===== config.mk =====
export PLATFORM = sky130hd
export DESIGN_NAME = tlc_junction
export DESIGN_NICKNAME = d
export VERILOG_FILES = /design/src/rtl/tlc_pkg.sv /design/src/rtl/tlc_tick_gen.sv /design/src/rtl/tlc_sync.sv /design/src/rtl/tlc_phase_timer.sv /design/src/rtl/tlc_junction.sv
export SDC_FILE = /design/constraint.sdc
export NUM_CORES = 1
export LEC_CHECK = 0
export ABC_CLOCK_PERIOD_IN_PS = 2000
export BUFFER_PORTS_ARGS = -buffer_cell sky130_fd_sc_hd__buf_2
export CAP_MARGIN = 20
export CORE_ASPECT_RATIO = 0.5
export CORE_MARGIN = 2
export CORE_UTILIZATION = 58
export CTS_CLUSTER_SIZE = 25
export DETAILED_ROUTE_END_ITERATION = 7
export PLACE_DENSITY = 0.77
export SLEW_MARGIN = 0
export SYNTH_ARGS = -nofsm -noshare
export SYNTH_HDL_FRONTEND = slang
export SYNTH_SLANG_ARGS = --single-unit
export TNS_END_PERCENT = 30

===== constraint.sdc =====
create_clock -name clk -period 2 [get_ports clk]
set_input_delay 0 -clock clk [delete_from_list [all_inputs] [get_ports clk]]
set_output_delay 0 -clock clk [all_outputs]
set_load 0.02 [all_outputs]

===== src/rtl/tlc_pkg.sv =====
package tlc_pkg;

  typedef enum logic [1:0] {
    PH_MAIN_GO   = 2'b00,
    PH_MAIN_WARN = 2'b01,
    PH_SIDE_GO   = 2'b11,
    PH_SIDE_WARN = 2'b10
  } phase_t;

  typedef struct packed {
    logic red;
    logic yel;
    logic grn;
  } lamp_t;

  // Successor in the fixed rotation; one bit flips per step.
  function automatic phase_t phase_after(input phase_t p);
    unique case (p)
      PH_MAIN_GO:   phase_after = PH_MAIN_WARN;
      PH_MAIN_WARN: phase_after = PH_SIDE_GO;
      PH_SIDE_GO:   phase_after = PH_SIDE_WARN;
      default:      phase_after = PH_MAIN_GO;
    endcase
  endfunction

  // Lamp set for one road: is_side selects which road is asked about.
  function automatic lamp_t lamps_for(input phase_t p, input logic is_side);
    lamp_t l;
    l = '{red: 1'b1, yel: 1'b0, grn: 1'b0};
    if (!is_side) begin
      if (p == PH_MAIN_GO)   l = '{red: 1'b0, yel: 1'b0, grn: 1'b1};
      if (p == PH_MAIN_WARN) l = '{red: 1'b0, yel: 1'b1, grn: 1'b0};
    end else begin
      if (p == PH_SIDE_GO)   l = '{red: 1'b0, yel: 1'b0, grn: 1'b1};
      if (p == PH_SIDE_WARN) l = '{red: 1'b0, yel: 1'b1, grn: 1'b0};
    end
    return l;
  endfunction

endpackage


===== src/rtl/tlc_tick_gen.sv =====
module tlc_tick_gen #(
  parameter int unsigned DIV = 50_000_000
) (
  input  logic clk,
  input  logic rst,
  output logic tick
);
  localparam int unsigned CW = (DIV > 2) ? $clog2(DIV) : 1;
  localparam logic [CW-1:0] LAST = CW'(DIV - 1);

  logic [CW-1:0] cnt_q;

  always_ff @(posedge clk) begin
    if (rst)               cnt_q <= '0;
    else if (cnt_q == LAST) cnt_q <= '0;
    else                   cnt_q <= cnt_q + 1'b1;
  end

  assign tick = (cnt_q == LAST);
endmodule


===== src/rtl/tlc_sync.sv =====
module tlc_sync #(
  parameter int unsigned STAGES = 2
) (
  input  logic clk,
  input  logic rst,
  input  logic din,
  output logic dout
);
  logic [STAGES-1:0] chain_q;

  genvar gi;
  generate
    for (gi = 0; gi < STAGES; gi++) begin : g_stage
      if (gi == 0) begin : g_first
        always_ff @(posedge clk) begin
          if (rst) chain_q[gi] <= 1'b0;
          else     chain_q[gi] <= din;
        end
      end else begin : g_next
        always_ff @(posedge clk) begin
          if (rst) chain_q[gi] <= 1'b0;
          else     chain_q[gi] <= chain_q[gi-1];
        end
      end
    end
  endgenerate

  assign dout = chain_q[STAGES-1];
endmodule


===== src/rtl/tlc_phase_timer.sv =====
module tlc_phase_timer #(
  parameter int unsigned CAP = 25
) (
  input  logic                       clk,
  input  logic                       rst,
  input  logic                       clear,
  input  logic                       tick,
  output logic [$clog2(CAP+1)-1:0]   elapsed
);
  localparam int unsigned W = $clog2(CAP + 1);
  localparam logic [W-1:0] TOP = W'(CAP);

  always_ff @(posedge clk) begin
    if (rst || clear)               elapsed <= '0;
    else if (tick && elapsed != TOP) elapsed <= elapsed + 1'b1;
  end
endmodule


===== src/rtl/tlc_junction.sv =====
module tlc_junction
  import tlc_pkg::*;
#(
  parameter int unsigned CLKS_PER_TICK = 50_000_000,
  parameter int unsigned GREEN_TICKS   = 25,
  parameter int unsigned AMBER_TICKS   = 4,
  parameter int unsigned SYNC_STAGES   = 2
) (
  input  logic       clk,
  input  logic       rst,
  input  logic       car_detect,
  output logic       main_red,
  output logic       main_yel,
  output logic       main_grn,
  output logic       side_red,
  output logic       side_yel,
  output logic       side_grn,
  output logic [1:0] phase_code
);
  localparam int unsigned CAP = (GREEN_TICKS > AMBER_TICKS) ? GREEN_TICKS : AMBER_TICKS;
  localparam int unsigned TW  = $clog2(CAP + 1);
  localparam logic [TW-1:0] GREEN_LIM = TW'(GREEN_TICKS);
  localparam logic [TW-1:0] AMBER_LIM = TW'(AMBER_TICKS);

  phase_t          phase_q, phase_d;
  logic            sec_tick;
  logic            car_sync;
  logic [TW-1:0]   elapsed;
  logic            green_done, amber_done, phase_change;
  lamp_t           main_l, side_l;

  tlc_tick_gen #(.DIV(CLKS_PER_TICK)) u_tick (
    .clk(clk), .rst(rst), .tick(sec_tick)
  );

  tlc_sync #(.STAGES(SYNC_STAGES)) u_sync (
    .clk(clk), .rst(rst), .din(car_detect), .dout(car_sync)
  );

  tlc_phase_timer #(.CAP(CAP)) u_timer (
    .clk(clk), .rst(rst), .clear(phase_change), .tick(sec_tick), .elapsed(elapsed)
  );

  assign green_done   = (elapsed >= GREEN_LIM);
  assign amber_done   = (elapsed >= AMBER_LIM);
  assign phase_change = (phase_d != phase_q);

  always_comb begin
    phase_d = phase_q;
    unique case (phase_q)
      PH_MAIN_GO:   if (green_done && car_sync)    phase_d = phase_after(phase_q);
      PH_MAIN_WARN: if (amber_done)                phase_d = phase_after(phase_q);
      PH_SIDE_GO:   if (green_done || !car_sync)   phase_d = phase_after(phase_q);
      default:      if (amber_done)                phase_d = phase_after(phase_q);
    endcase
  end

  always_ff @(posedge clk) begin
    if (rst) phase_q <= PH_MAIN_GO;
    else     phase_q <= phase_d;
  end

  assign main_l = lamps_for(phase_q, 1'b0);
  assign side_l = lamps_for(phase_q, 1'b1);

  assign main_red   = main_l.red;
  assign main_yel   = main_l.yel;
  assign main_grn   = main_l.grn;
  assign side_red   = side_l.red;
  assign side_yel   = side_l.yel;
  assign side_grn   = side_l.grn;
  assign phase_code = phase_q;
endmodule


==> impl_metrics.prom <==
# TYPE chip_impl_metric gauge
chip_impl_info{name="status",value="completed"} 1
chip_impl_metric{name="numPlacedInstances",unit=""} 231
chip_impl_info{name="synth_area_leaders",value="sky130_fd_sc_hd__dfxtp_1, sky130_fd_sc_hd__xor2_1, sky130_fd_sc_hd__nor2_1, sky130_fd_sc_hd__xnor2_1, sky130_fd_sc_hd__nand4_1"} 1
chip_impl_info{name="synth_ff_type",value="sky130_fd_sc_hd__dfxtp_1"} 1
chip_impl_metric{name="ys_ff_latch",unit=""} 35
chip_impl_metric{name="pre_cts_ws",unit="ns"} 0.05706
chip_impl_metric{name="synth_seq_area_share",unit=""} 0.4281
chip_impl_metric{name="antenna_found_initial",unit=""} 0
chip_impl_metric{name="slew_headroom",unit=""} 0.6978
chip_impl_metric{name="drc",unit=""} 0
chip_impl_metric{name="finalHoldViolCount",unit=""} 0
chip_impl_info{name="timing.critical_path.cells",value="or3_1 > nor4_4 > nand3_2 > a311o_1 > a21oi_1"} 1
chip_impl_metric{name="grt_first_pass_wirelength",unit="um"} 5313
chip_impl_metric{name="final-max-slew-violation-count",unit=""} 0
chip_impl_metric{name="share_of_async_settable_or_async_resettable_flops_after_synthesis",unit=""} 0
chip_impl_metric{name="worst_ep_arrival_time",unit="ns"} 2.09
chip_impl_metric{name="synth_area",unit="mm2"} 0.001637
chip_impl_metric{name="cts-htree-levels",unit=""} 2
chip_impl_info{name="root_buffer",value="sky130_fd_sc_hd__clkbuf_8"} 1
chip_impl_info{name="worst_min_delay_path_class",value="reg2reg"} 1
chip_impl_metric{name="pin_count",unit=""} 11
chip_impl_metric{name="cts_made_buffers",unit=""} 5
chip_impl_metric{name="synth_enable_flop_cells",unit=""} 0
chip_impl_metric{name="netlist_instances",unit=""} 184
chip_impl_metric{name="hpwlAfterDp",unit="um"} 2160
chip_impl_metric{name="syn2layout_area_growth",unit="%"} 14.83
chip_impl_info{name="worst_setup_path_end_kind",value="flip-flop"} 1
chip_impl_metric{name="routed_wire_length_per_instance",unit="um"} 13.19
chip_impl_metric{name="die_x",unit="um"} 79.12
chip_impl_metric{name="maxCapViolCount",unit=""} 0
chip_impl_metric{name="post-synth-top-area-fraction",unit=""} 0.4281
chip_impl_metric{name="placeableCoreArea",unit="mm2"} 0.002635
chip_impl_metric{name="yosys_warnings",unit=""} 0
chip_impl_metric{name="finalHoldWorstSlack",unit="ns"} 0.4564
chip_impl_metric{name="totalWireLength",unit="um"} 3191
chip_impl_metric{name="nets",unit=""} 213
chip_impl_metric{name="floorplan.die_area",unit="mm2"} 0.003288
chip_impl_metric{name="antenna_cells_inserted",unit=""} 0
chip_impl_metric{name="final_core_util",unit=""} 0.7132
chip_impl_metric{name="power.leakage",unit="nW"} 0.7293
chip_impl_metric{name="cts.sink_count",unit=""} 35
chip_impl_metric{name="fin_crit",unit="ns"} 1.877
chip_impl_info{name="cpMaxStageDelayCell",value="sky130_fd_sc_hd__or3_1"} 1
chip_impl_metric{name="pwr_density_cell",unit="mW/mm2"} 641.1
chip_impl_info{name="setup.worst_path.start_class",value="flip-flop"} 1
chip_impl_metric{name="multiInputGateArea",unit="um2"} 895.9
chip_impl_metric{name="peakVddDrop",unit="mV"} 0.4107
chip_impl_metric{name="fin_ws",unit="ns"} 0.1228
chip_impl_metric{name="layoutNonFillerInstCount",unit=""} 242
chip_impl_metric{name="final_layout_size_suffix_gt1_frac",unit=""} 0.1561
chip_impl_metric{name="critical_path_required",unit="ns"} 2.21
chip_impl_info{name="synth.most_common_cell",value="sky130_fd_sc_hd__dfxtp_1"} 1
chip_impl_metric{name="critical_path.max_fanout",unit=""} 4
chip_impl_metric{name="detail_route.vias_per_cell",unit=""} 5.426
chip_impl_metric{name="drt_iter0_drc",unit=""} 89
chip_impl_metric{name="buf_inv_on_cp",unit=""} 0
chip_impl_info{name="synth.top_cells.by_count",value="sky130_fd_sc_hd__dfxtp_1, sky130_fd_sc_hd__nor2_1, sky130_fd_sc_hd__xor2_1"} 1
chip_impl_metric{name="die_y",unit="um"} 41.56
chip_impl_info{name="critical_path_class",value="reg2reg"} 1
chip_impl_metric{name="clockBufferDepth",unit=""} 2
chip_impl_metric{name="synth_nets",unit=""} 191
chip_impl_metric{name="maximum_number_of_pins_on_one_net_before_global_route_repair",unit=""} 25
chip_impl_metric{name="power.total",unit="mW"} 1.205
chip_impl_info{name="critPathTopFamily",value="simple AND/OR/NAND/NOR gates"} 1
chip_impl_metric{name="fillCellCount",unit=""} 209
chip_impl_metric{name="final.setup_skew",unit="ns"} 0.004584
chip_impl_metric{name="syn_avg_cell_area",unit="um2"} 8.894
chip_impl_metric{name="worst_pin_slew",unit="ns"} 0.4462
chip_impl_metric{name="critical-path-max-stage-delay",unit="ns"} 0.44
chip_impl_metric{name="io_buffers",unit=""} 10
chip_impl_metric{name="final_cell_area",unit="mm2"} 0.001879
chip_impl_metric{name="synth.distinct_cells",unit=""} 37
chip_impl_metric{name="gp_routability_congestion",unit=""} 0.7904
chip_impl_metric{name="setup_viol",unit=""} 0
chip_impl_metric{name="setup_total_negative_slack",unit="ns"} 0
chip_impl_metric{name="floorplan.initialDensity",unit=""} 0.6211
chip_impl_metric{name="route.vias.total",unit=""} 1313
chip_impl_metric{name="path_clk_slew",unit="ns"} 0.07
chip_impl_metric{name="finalCritPeriodShare",unit=""} 0.9386
chip_impl_metric{name="grt-ovfl-total",unit=""} 0
chip_impl_metric{name="grtUsageTotal",unit=""} 0.2087
chip_impl_metric{name="total_area_of_sequential_cells",unit="um2"} 700.7
chip_impl_metric{name="worstSkewPairLatency",unit="ns"} 0.28
chip_impl_info{name="synth.largest_area_cell",value="sky130_fd_sc_hd__dfxtp_1"} 1
chip_impl_metric{name="grt_pass1_vias",unit=""} 1219
chip_impl_metric{name="fmax",unit="MHz"} 532.7
chip_impl_metric{name="detail_route.first_pass.iterations",unit=""} 4
chip_impl_metric{name="drtAntennaViolNets",unit=""} 0
chip_impl_info{name="tritoncts",value="yes"} 1
chip_impl_metric{name="post_dp_cell_area",unit="mm2"} 0.001762
chip_impl_metric{name="standard_cell_rows",unit=""} 13
[final cells by class]
| cell class | count | area share |
|---|---|---|
| inverters | 5 | 0.009987 |
| well taps | 37 | 0.02463 |
| repair buffers | 20 | 0.07723 |
| multi-input cells | 139 | 0.4767 |
| flip-flops and latches | 35 | 0.3728 |
| clock buffers | 6 | 0.03862 |
[what timing repair did]
| action | CTS | global route |
|---|---|---|
| hold endpoints to repair | 6 | 0 |
| hold buffers | 3 | 0 |
| gates resized for setup | 0 | 0 |
| buffers inserted | 0 | 2 |
| endpoints found under the setup margin | 0 | 3 |
[power breakdown]
| part | leakage [nW] | internal (mW) | switching [mW] | total, mW |
|---|---|---|---|---|
| clock | 0.0371 | 0.232 | 0.230 | 0.462 |
| sequential | 0.283 | 0.704 | 0.00445 | 0.708 |
| combinational | 0.409 | 0.0165 | 0.0180 | 0.0345 |
[state kept, by name, summed over array words and instances (netlist names)]
signal	cells
u_tick.cnt_q	26
u_timer.elapsed	5
phase_code	2
u_sync.chain_q	1
u_sync.dout	1
[logic make-up (layout without fill, tap and decap cells)]
logic type,count (synthesis),in the layout,share of synthesized area
buf+inv,10,31,0.02447
flops,35,35,0.4281
xor+xnor,24,24,0.1284
mux,2,2,0.01223
fa+ha+maj,4,4,0.03058
simple gates,94,94,0.3196
compound gates,15,15,0.05658
[layout by cell type, fill, tap and decap left out, types with 4 or more instances in the layout]
cell and count:
sky130_fd_sc_hd__dfxtp_1 35, sky130_fd_sc_hd__buf_4 6, sky130_fd_sc_hd__or3_1 4, sky130_fd_sc_hd__nand3_1 9, sky130_fd_sc_hd__xor2_1 17, sky130_fd_sc_hd__and3_1 5, sky130_fd_sc_hd__nand2_1 12, sky130_fd_sc_hd__nand4_1 9
sky130_fd_sc_hd__clkbuf_8 5, sky130_fd_sc_hd__buf_2 10, sky130_fd_sc_hd__inv_1 5, sky130_fd_sc_hd__ha_1 4, sky130_fd_sc_hd__xnor2_1 7, sky130_fd_sc_hd__nor2_1 33, sky130_fd_sc_hd__a21oi_1 5, sky130_fd_sc_hd__o21ai_0 5
[layer usage]
| layer | vias to the layer above | part of all wire | track usage |
|---|---|---|---|
| li1 | 673 | - | - |
| met1 | 605 | 0.50 | 0.2752 |
| met2 | 31 | 0.45 | 0.3356 |
| met3 | 4 | 0.044 | 0.06522 |
| met4 | 0 | 0.0091 | 0.05517 |
| met5 | - | 0 | 0 |
[path summary, 6_finish.rpt]
check	cells past startpoint	from	slack, ns	end
min reg2reg	1	u_tick.cnt_q[0]	0.46	u_tick.cnt_q[0]
min	1	u_tick.cnt_q[0]	0.46	u_tick.cnt_q[0]
max	5	u_tick.cnt_q[9]	0.12	u_timer.elapsed[2]
max reg2reg	5	u_tick.cnt_q[9]	0.12	u_timer.elapsed[2]
(Power assumes the default switching activity.)
